## src/rtl/wk_pkg.sv

```systemverilog
package wk_pkg;
  typedef enum logic [2:0] {
    SEL_KEYEN_A = 3'd0,
    SEL_KEYEN_B = 3'd1,
    SEL_PULL_A  = 3'd2,
    SEL_PULL_B  = 3'd3,
    SEL_INTC0   = 3'd4
  } regSel_e;

  typedef enum logic [1:0] {
    ST_RUN   = 2'd0,
    ST_SLEEP = 2'd1,
    ST_WAKE  = 2'd2
  } wkState_e;

  // control -> datapath strobes
  typedef struct packed {
    logic armed;    // sleep active, wakeup logic armed
    logic runMode;  // normal run, edge flags may set
  } wkStrobe_t;
endpackage

```

## src/rtl/wk_sync.sv

```systemverilog
module wk_sync #(
  parameter int   WIDTH   = 1,
  parameter int   STAGES  = 2,
  parameter logic RST_VAL = 1'b1
) (
  input  logic             clk,
  input  logic             rstN,
  input  logic [WIDTH-1:0] d,
  output logic [WIDTH-1:0] q
);
  localparam int CHAIN_W = WIDTH * STAGES;

  logic [CHAIN_W-1:0] chain;

  always_ff @(posedge clk or negedge rstN) begin
    if (!rstN) chain <= {CHAIN_W{RST_VAL}};
    else       chain <= {chain[CHAIN_W-WIDTH-1:0], d};
  end

  assign q = chain[CHAIN_W-1 -: WIDTH];
endmodule

```

## src/rtl/wk_datapath.sv

```systemverilog
module wk_datapath
  import wk_pkg::*;
#(
  parameter int KEY_W       = 4,
  parameter int NUM_INT     = 2,
  parameter int ACC_W       = 4,
  parameter int LEVEL_BIT   = 2,
  parameter int SYNC_STAGES = 2
) (
  input  logic               clk,
  input  logic               rstN,
  input  logic [KEY_W-1:0]   keyA,
  input  logic [KEY_W-1:0]   keyB,
  input  logic [NUM_INT-1:0] intPin,
  input  logic               regWr,
  input  logic [2:0]         regSel,
  input  logic [ACC_W-1:0]   accIn,
  input  logic [NUM_INT-1:0] exfClr,
  input  wkStrobe_t          strobes,
  output logic [ACC_W-1:0]   accOut,
  output logic [2*KEY_W-1:0] pullEn,
  output logic [NUM_INT-1:0] exfFlag,
  output logic               wakeHit
);
  localparam int KEYS_W   = 2 * KEY_W;
  localparam int SEL_W    = 3;
  localparam int INT_BASE = 4;

  // configuration registers
  logic [KEY_W-1:0] keyEnA, keyEnB, pullA, pullB;
  logic [ACC_W-1:0] intCtrl [NUM_INT];

  always_ff @(posedge clk or negedge rstN) begin
    if (!rstN) begin
      keyEnA <= '0;
      keyEnB <= '0;
      pullA  <= '0;
      pullB  <= '0;
    end else if (regWr) begin
      if (regSel == SEL_KEYEN_A) keyEnA <= accIn[KEY_W-1:0];
      if (regSel == SEL_KEYEN_B) keyEnB <= accIn[KEY_W-1:0];
      if (regSel == SEL_PULL_A)  pullA  <= accIn[KEY_W-1:0];
      if (regSel == SEL_PULL_B)  pullB  <= accIn[KEY_W-1:0];
    end
  end

  assign pullEn = {pullB, pullA};

  // synchronizers
  logic [KEYS_W-1:0]  keySync;
  logic [NUM_INT-1:0] intSync;

  wk_sync #(.WIDTH(KEYS_W), .STAGES(SYNC_STAGES), .RST_VAL(1'b1)) u_keySync (
    .clk(clk), .rstN(rstN), .d({keyB, keyA}), .q(keySync)
  );

  wk_sync #(.WIDTH(NUM_INT), .STAGES(SYNC_STAGES), .RST_VAL(1'b1)) u_intSync (
    .clk(clk), .rstN(rstN), .d(intPin), .q(intSync)
  );

  // shared falling-edge detector over the AND of enabled key pins
  logic [KEYS_W-1:0] keyEn;
  logic keyLine, keyLinePrev, keyFall;

  assign keyEn   = {keyEnB, keyEnA};
  assign keyLine = &(keySync | ~keyEn);

  always_ff @(posedge clk or negedge rstN) begin
    if (!rstN) keyLinePrev <= 1'b1;
    else       keyLinePrev <= keyLine;
  end

  assign keyFall = keyLinePrev & ~keyLine;

  // interrupt pins: control register, level match, edge flag
  logic [NUM_INT-1:0] levelHit;

  genvar gi;
  generate
    for (gi = 0; gi < NUM_INT; gi++) begin : g_int
      logic activeHigh, pinPrev, pinEdge;

      always_ff @(posedge clk or negedge rstN) begin
        if (!rstN) intCtrl[gi] <= '0;
        else if (regWr && regSel == SEL_W'(INT_BASE + gi)) intCtrl[gi] <= accIn;
      end

      assign activeHigh   = intCtrl[gi][LEVEL_BIT];
      assign levelHit[gi] = (intSync[gi] == activeHigh);

      always_ff @(posedge clk or negedge rstN) begin
        if (!rstN) pinPrev <= 1'b1;
        else       pinPrev <= intSync[gi];
      end

      assign pinEdge = activeHigh ? (~pinPrev & intSync[gi])
                                  : (pinPrev & ~intSync[gi]);

      always_ff @(posedge clk or negedge rstN) begin
        if (!rstN)                           exfFlag[gi] <= 1'b0;
        else if (exfClr[gi])                 exfFlag[gi] <= 1'b0;
        else if (strobes.runMode && pinEdge) exfFlag[gi] <= 1'b1;
      end
    end
  endgenerate

  assign wakeHit = strobes.armed & (keyFall | (|levelHit));

  // read-back to the accumulator
  always_comb begin
    accOut = '0;
    case (regSel)
      SEL_KEYEN_A: accOut = ACC_W'(keyEnA);
      SEL_KEYEN_B: accOut = ACC_W'(keyEnB);
      SEL_PULL_A:  accOut = ACC_W'(pullA);
      SEL_PULL_B:  accOut = ACC_W'(pullB);
      default: begin
        for (int i = 0; i < NUM_INT; i++)
          if (regSel == SEL_W'(INT_BASE + i)) accOut = intCtrl[i];
      end
    endcase
  end
endmodule

```

## src/rtl/wk_control.sv

```systemverilog
module wk_control
  import wk_pkg::*;
(
  input  logic      clk,
  input  logic      rstN,
  input  logic      sleepEnter,
  input  logic      wakeAck,
  input  logic      wakeHit,
  output wkStrobe_t strobes,
  output logic      wakeReq
);
  wkState_e state, stateNext;

  always_comb begin
    stateNext = state;
    case (state)
      ST_RUN:   if (sleepEnter) stateNext = ST_SLEEP;
      ST_SLEEP: if (wakeHit)    stateNext = ST_WAKE;
      ST_WAKE:  if (wakeAck)    stateNext = ST_RUN;
      default:                  stateNext = ST_RUN;
    endcase
  end

  always_ff @(posedge clk or negedge rstN) begin
    if (!rstN) state <= ST_RUN;
    else       state <= stateNext;
  end

  assign strobes.armed   = (state == ST_SLEEP);
  assign strobes.runMode = (state == ST_RUN);
  assign wakeReq         = (state == ST_WAKE);
endmodule

```

## src/rtl/wake_ctrl.sv

```systemverilog
module wake_ctrl
  import wk_pkg::*;
#(
  parameter int KEY_W       = 4,
  parameter int NUM_INT     = 2,
  parameter int ACC_W       = 4,
  parameter int LEVEL_BIT   = 2,
  parameter int SYNC_STAGES = 2
) (
  input  logic               sampleClk,
  input  logic               rstN,
  input  logic [KEY_W-1:0]   keyPortA,
  input  logic [KEY_W-1:0]   keyPortB,
  input  logic [NUM_INT-1:0] intPin,
  input  logic               regWr,
  input  logic [2:0]         regSel,
  input  logic [ACC_W-1:0]   accIn,
  output logic [ACC_W-1:0]   accOut,
  input  logic [NUM_INT-1:0] exfClr,
  input  logic               sleepEnter,
  input  logic               wakeAck,
  output logic               wakeReq,
  output logic [2*KEY_W-1:0] pullEn,
  output logic [NUM_INT-1:0] exfFlag
);
  wkStrobe_t strobes;
  logic      wakeHit;

  wk_control u_ctrl (
    .clk(sampleClk), .rstN(rstN), .sleepEnter(sleepEnter), .wakeAck(wakeAck),
    .wakeHit(wakeHit), .strobes(strobes), .wakeReq(wakeReq)
  );

  wk_datapath #(
    .KEY_W(KEY_W), .NUM_INT(NUM_INT), .ACC_W(ACC_W),
    .LEVEL_BIT(LEVEL_BIT), .SYNC_STAGES(SYNC_STAGES)
  ) u_dp (
    .clk(sampleClk), .rstN(rstN), .keyA(keyPortA), .keyB(keyPortB),
    .intPin(intPin), .regWr(regWr), .regSel(regSel), .accIn(accIn),
    .exfClr(exfClr), .strobes(strobes), .accOut(accOut), .pullEn(pullEn),
    .exfFlag(exfFlag), .wakeHit(wakeHit)
  );
endmodule

```

## config.mk

```make
export PLATFORM = sky130hd
export DESIGN_NAME = wake_ctrl
export DESIGN_NICKNAME = d
export VERILOG_FILES = /design/src/rtl/wk_pkg.sv /design/src/rtl/wk_sync.sv /design/src/rtl/wk_datapath.sv /design/src/rtl/wk_control.sv /design/src/rtl/wake_ctrl.sv
export SDC_FILE = /design/constraint.sdc
export NUM_CORES = 1
export LEC_CHECK = 0
export ABC_AREA = 1
export BUFFER_PORTS_ARGS = -buffer_cell sky130_fd_sc_hd__buf_2
export CAP_MARGIN = 20
export CORE_MARGIN = 2
export CORE_UTILIZATION = 50
export DETAILED_ROUTE_END_ITERATION = 6
export PLACE_DENSITY = 0.73
export REMOVE_ABC_BUFFERS = 1
export SYNTH_ARGS = -nofsm -noshare
export SYNTH_HDL_FRONTEND = slang
export SYNTH_HIERARCHICAL = 1
export SYNTH_SLANG_ARGS = --single-unit
```

## constraint.sdc

```tcl
create_clock -name sampleClk -period 1.9 [get_ports sampleClk]
set_clock_uncertainty 0.2 [all_clocks]
set_input_delay 0.19 -clock sampleClk [delete_from_list [all_inputs] [get_ports sampleClk]]
set_output_delay 0.19 -clock sampleClk [all_outputs]
set_load 0.01 [all_outputs]
```

Word-level counts from Yosys, hierarchy flattened
Cells that the tools add are included.
{"block": "word_totals", "reg_bits": 51, "word_cells": 68, "out_inout_bits": 15}
{"block": "classes", "bitwise": 14, "reduce_logical": 15, "eq_ne": 12, "muxes": 13}
{"operator": "$pmux 4 s4", "count": 1}
{"operator": "$mux 4", "count": 2}
{"operator": "$not 8->8", "count": 1}
{"operator": "$or 8x8->8", "count": 1}
{"operator": "$reduce_and 2->1", "count": 4}
{"operator": "$reduce_and 8->1", "count": 1}
{"operator": "$and 1x1->1", "count": 6}
{"operator": "$eq 3x2->1 const B", "count": 2}
{"operator": "$eq 3x3->1 const B", "count": 2}
{"operator": "$mux 1", "count": 6}
{"operator": "$mux 2", "count": 3}
{"operator": "$ne 2x2->1 const B", "count": 3}
{"operator": "$pmux 2 s3", "count": 1}
{"operator": "$not 1->1", "count": 5}
{"operator": "$logic_and 1x1->1", "count": 4}
{"operator": "$reduce_bool 2->1", "count": 2}
{"operator": "$eq 3x1->1 const B", "count": 1}
{"operator": "$logic_not 3->1", "count": 1}
{"operator": "$reduce_and 3->1", "count": 1}
{"operator": "$eq 1x1->1", "count": 2}
{"operator": "$eq 2x1->1 const B", "count": 1}
{"operator": "$eq 2x2->1 const B", "count": 1}
{"operator": "$logic_not 2->1", "count": 1}
{"operator": "$reduce_or 2->1", "count": 1}
{"operator": "$or 1x1->1", "count": 1}

Depth between registers and ports, before layout
{"block": "logic_depth", "ltp_word": 9, "mapped_depth": 11}

Modules after synthesis
Netlist, hierarchy kept.
{"module": "wk_datapath", "cells_each": 183, "instances": 1, "seq_area_each_um2": 729.4, "area_each_um2": 1373.8}
{"module": "wk_sync at u_dp.u_keySync", "cells_each": 24, "instances": 1, "seq_area_each_um2": 420.4, "area_each_um2": 480.5}
{"module": "wk_sync at u_dp.u_intSync", "cells_each": 6, "instances": 1, "seq_area_each_um2": 105.1, "area_each_um2": 120.1}
{"module": "wk_control", "cells_each": 15, "instances": 1, "seq_area_each_um2": 50.0, "area_each_um2": 105.1}

Worst setup path after synthesis
No wires, ideal clock.
{"block": "synth_timing", "path_type": "register to register", "from": "register u_dp.u_keySync.chain[14]", "to": "register u_ctrl.state[1]", "arrival_ps": 1073, "path_stages_with_launch": 11, "setup_slack_ps": 509, "n_path_buf": 1, "setup_time_ps": 117, "period_less_slack_ps": 1391, "path_cell_list": "dfstp_2 > buf_4 > inv_1 > nand2_1 > nand2_1 > nor2_1 > nand2_1 > nand2_1 > a21oi_1 > nand3_1 > nand2_1"}
{"block": "synth_via", "elab_chain_cells": 8}
{"item": "from (decl)", "line_no": "wk_sync.sv:13", "source": "logic [CHAIN_W-1:0] chain;"}
{"item": "from (signal assigned)", "line_no": "wk_sync.sv:16", "source": "if (!rstN) chain <= {CHAIN_W{RST_VAL}};"}
{"item": "from (signal assigned)", "line_no": "wk_sync.sv:17", "source": "else chain <= {chain[CHAIN_W-WIDTH-1:0], d};"}
{"item": "$or 8x8->8", "line_no": "wk_datapath.sv:66", "source": "assign keyLine = &(keySync | ~keyEn);"}
{"item": "$reduce_and 8->1", "line_no": "wk_datapath.sv:66"}
{"item": "$not 1->1", "line_no": "wk_datapath.sv:73", "source": "assign keyFall = keyLinePrev & ~keyLine;"}
{"item": "$and 1x1->1", "line_no": "wk_datapath.sv:73"}
{"item": "$or 1x1->1", "line_no": "wk_datapath.sv:107", "source": "assign wakeHit = strobes.armed & (keyFall | (|levelHit));"}
{"item": "$and 1x1->1", "line_no": "wk_datapath.sv:107"}
{"item": "named net wakeHit", "line_no": "wake_ctrl.sv:27", "source": "logic wakeHit;"}
{"item": "$ne 2x2->1 (no line)"}
{"item": "$reduce_and 3->1 (no line)"}
{"item": "to (signal assigned)", "line_no": "wk_control.sv:26", "source": "else state <= stateNext;"}
{"item": "to (decl)", "line_no": "wk_control.sv:12", "source": "wkState_e state, stateNext;"}
The timed path passes the listed nets, and every way through them passes these cells.
A chain may end at the register's enable or synchronous reset.

Worst setup path after layout
{"block": "layout_timing", "from": "register u_dp.keyEnA[1]", "to": "output accOut[1]"}
{"block": "layout_via", "elab_chain_cells": 1}
{"item": "from (decl)", "line_no": "wk_datapath.sv:30", "source": "logic [KEY_W-1:0] keyEnA, keyEnB, pullA, pullB;"}
{"item": "from (signal assigned)", "line_no": "wk_datapath.sv:40", "source": "if (regSel == SEL_KEYEN_A) keyEnA <= accIn[KEY_W-1:0];"}
{"item": "$pmux 4 s4", "line_no": "wk_datapath.sv:112", "source": "case (regSel)"}
{"item": "to (decl)", "line_no": "wake_ctrl.sv:18", "source": "output logic [ACC_W-1:0] accOut,"}
Every way passes these cells.

==> impl_results.md <==
- Filler cells: 357
- Count of cell types in the netlist: 14
- Final setup vio count: 0
- Crit path top cell by count: nand2_1
- Area post-placement: 2280 um2
- CP cell instances: nand2_1 > nand2_1 > nor2_1 > nand3_1 > buf_2
- Pwr/cell area: between 900 and 1000 nW/um2
- Top Ports: 39
- Static leakage: 1.31 nW
- Routability cong.: a little under 0.9
- Setup bufs post-CTS: 0
- Nets: just over 300
- Post-DP HPWL: 2.65 mm
- Vias in the first global route: 1504
- Wirelength per Cell: 11.8 um
- Worst rel slew slack: 71.7%
- FF-to-FF End: u_ctrl/state[0]
- FF/Latch Area: 1310 um2
- Die area: 4690 um2
- Final min period: 1.58 ns
- Flops & latches, synth: 51
- Rows: 23
- Die X: 68.5 um
- Buf/Inv on CP: 1
- Total Routing Usage GR: approximately a fifth
- Vias: 1561
- Layout Area Growth over Synthesis: 20.8%
- Crit path max fanout: 3
- Critical path capture point type: primary output
- Pre-Repair DR Iteration Count: 4
- Cells after synthesis: between 200 and 250
- IO buf count: 38
- DR DRC count: 0
- Avg Inst Size Synth: 9.12 um2
- Total CTS buffers: 5
- Largest net degree at the start of global routing: 33
- Initial antenna violation count: 0
- Worst setup path end: accOut[1]
- Setup ws final: 0.316 ns
- Mapped Area: 2080 um2
- Share of cells above drive strength 1: ~29%
- Highest-count cells in the layout ignoring fill and taps: 85 x nand2_1, 38 x buf_2, 28 x dfrtp_1
- Final period util: between 80% and 90%
- Clock root cell: clkbuf_8
- Peak VDD IR: ~0.61 mV
- Final Cell Area: between 2000 and 3000 um2
- First-pass GRT wire length: 6.56 mm
- Num Clock Sinks: 51
- Clock Path Buffers: 2
- Clk slew on worst S/H paths: around 0.09 ns
- Hold depth: 3
- Setup WS pre-CTS: roughly 0.47 ns
- Final WL: slightly below 4 mm
- Crit path required time: 1.51 ns
- Remaining antenna violation count: 0
- First-iteration detailed-routing DRC count: 75
- CP Class: register to primary output
- Worst path arrival time: 1.19 ns
- Initial Util: 52.0%
- Setup TNS: 0 ns
- Min-delay worst type: input pin to register
- RSZ-0062 raised after global routing: false
- Total gr overflow: 0
- RR Startpoint: u_dp/u_intSync/chain[3]
- Max Fclk: 0.632 GHz
- H-tree levels: 2
- Via density: about 4.7
- Multi-input logic area: approximately 610 um2
- CTS tree: built
- Critical path's top delay family: flip-flops
- Antenna Cells: 0
- Worst slew pin tran: 0.425 ns
- Core ar.: ~4000 um2
- Crit path from: u_dp/keyEnA[1]
- Reg2reg setup slack: 0.46 ns
- Crit-path slowest cell: dfrtp_1
- Post-cts resize count: 0
- YS warnings: 6
- Critical Path Stages: 5
- R2R depth: 7
- Clock Latency Late Sink: between 0.3 and 0.4 ns
- Final hold vios: 0
- Commonest non-fill, non-tap cell in the layout: nand2_1
- Final Util: a little over three fifths
- Sequential area share after synthesis: between 60% and 70%
- Die height: ~68 um
- Worst Setup Start Kind: register
- Status: finished, final reports clean
- Total of max-cap violations: 0
- Slew Limit Fails: 0
- Max stage delay on crit path: around 0.41 ns
cell usage after synthesis, drive strengths merged:
master | n | area share (%)
dfrtp | 28 | 34
inv | 24 | 4.3
nor2 | 17 | 3.9
nor3 | 1 | 0.24
a21oi | 3 | 0.72
buf | 10 | 3.6
nand2 | 88 | 16
nand3 | 8 | 1.9
dfstp | 23 | 29
o21ai | 26 | 6.3
area by class of cell:
class,count,area share (%)
multi-input cells,143,24.3
flip-flops and latches,51,52.0
repair buffers,54,14.3
clock inverters,3,0.598
inverters,24,3.59
well taps,50,2.49
clock buffers,5,2.74
through the flow:
stage          hold WS, ns  total power [mW]  std cells
6_report            0.0541              2.41        330
2_1_floorplan       -0.306              1.62        218
4_1_cts             0.0586              2.43        330
3_3_place_gp       -0.0471              1.79        307
5_1_grt             0.0617              2.56        330
3_5_place_dp       -0.0430              1.80        307
flip-flops by register name, summed over array words and instances (netlist names):
name	cells
u_dp/exfFlag	2
u_dp/u_keySync/chain	16
u_dp/g_int.pinPrev	2
u_ctrl/state	2
u_dp/intCtrl	6
u_dp/keyLinePrev	1
u_dp/pullA	4
u_dp/u_intSync/chain	4
u_dp/pullB	4
u_dp/keyEnA	4
u_dp/g_int.activeHigh	2
u_dp/keyEnB	4
report_power, final:
group / leakage, nW / internal, mW / total, mW / switching [mW]
Combinational: 0.668 / 0.189 / 0.440 / 0.251
Sequential: 0.596 / 1.26 / 1.37 / 0.108
Clock: 0.0477 / 0.253 / 0.600 / 0.347
Total: 1.31 / 1.70 / 2.41 / 0.706
cell families after synthesis:
kind of cell           synth area share [%]
and+or+nand+nor                        22.3
AOI/OAI and AO/OA                      6.98
DFF                                    62.8
buffers and inverters                  7.94
worst min-delay path: cells and delay by family:
family | cells | cell delay [ns]
compound gates | 1 | 0.17
buf+inv | 2 | 0.18
worst min path at each step:
| stage | startpoint | end | slack [ns] |
|---|---|---|---|
| floorplan | rstN | u_ctrl/state[0] | -0.31 |
| global placement | rstN | u_dp/pullB[1] | -0.05 |
| detailed placement | rstN | u_dp/pullB[1] | -0.04 |
| CTS | accIn[0] | u_dp/intCtrl[4] | 0.06 |
| global route | accIn[1] | u_dp/keyEnA[1] | 0.06 |
| finish | accIn[0] | u_dp/keyEnA[0] | 0.05 |
layer usage:
layer | up-vias | global-route usage, % | part of all wire, %
li1 | 794 | - | -
met1 | 733 | 25.1 | 46
met2 | 31 | 31.1 | 50
met3 | 3 | 5.68 | 3.6
met4 | 0 | 7.75 | 1.1
met5 | - | 0 | 0
repair_timing:
action                                 4_1_cts  5_1_grt
endpoints found under the hold margin       59        0
hold buffers                                15        0
setup endpoints to repair                    0        0
Note: power is estimated with default switching activity, not from simulation.
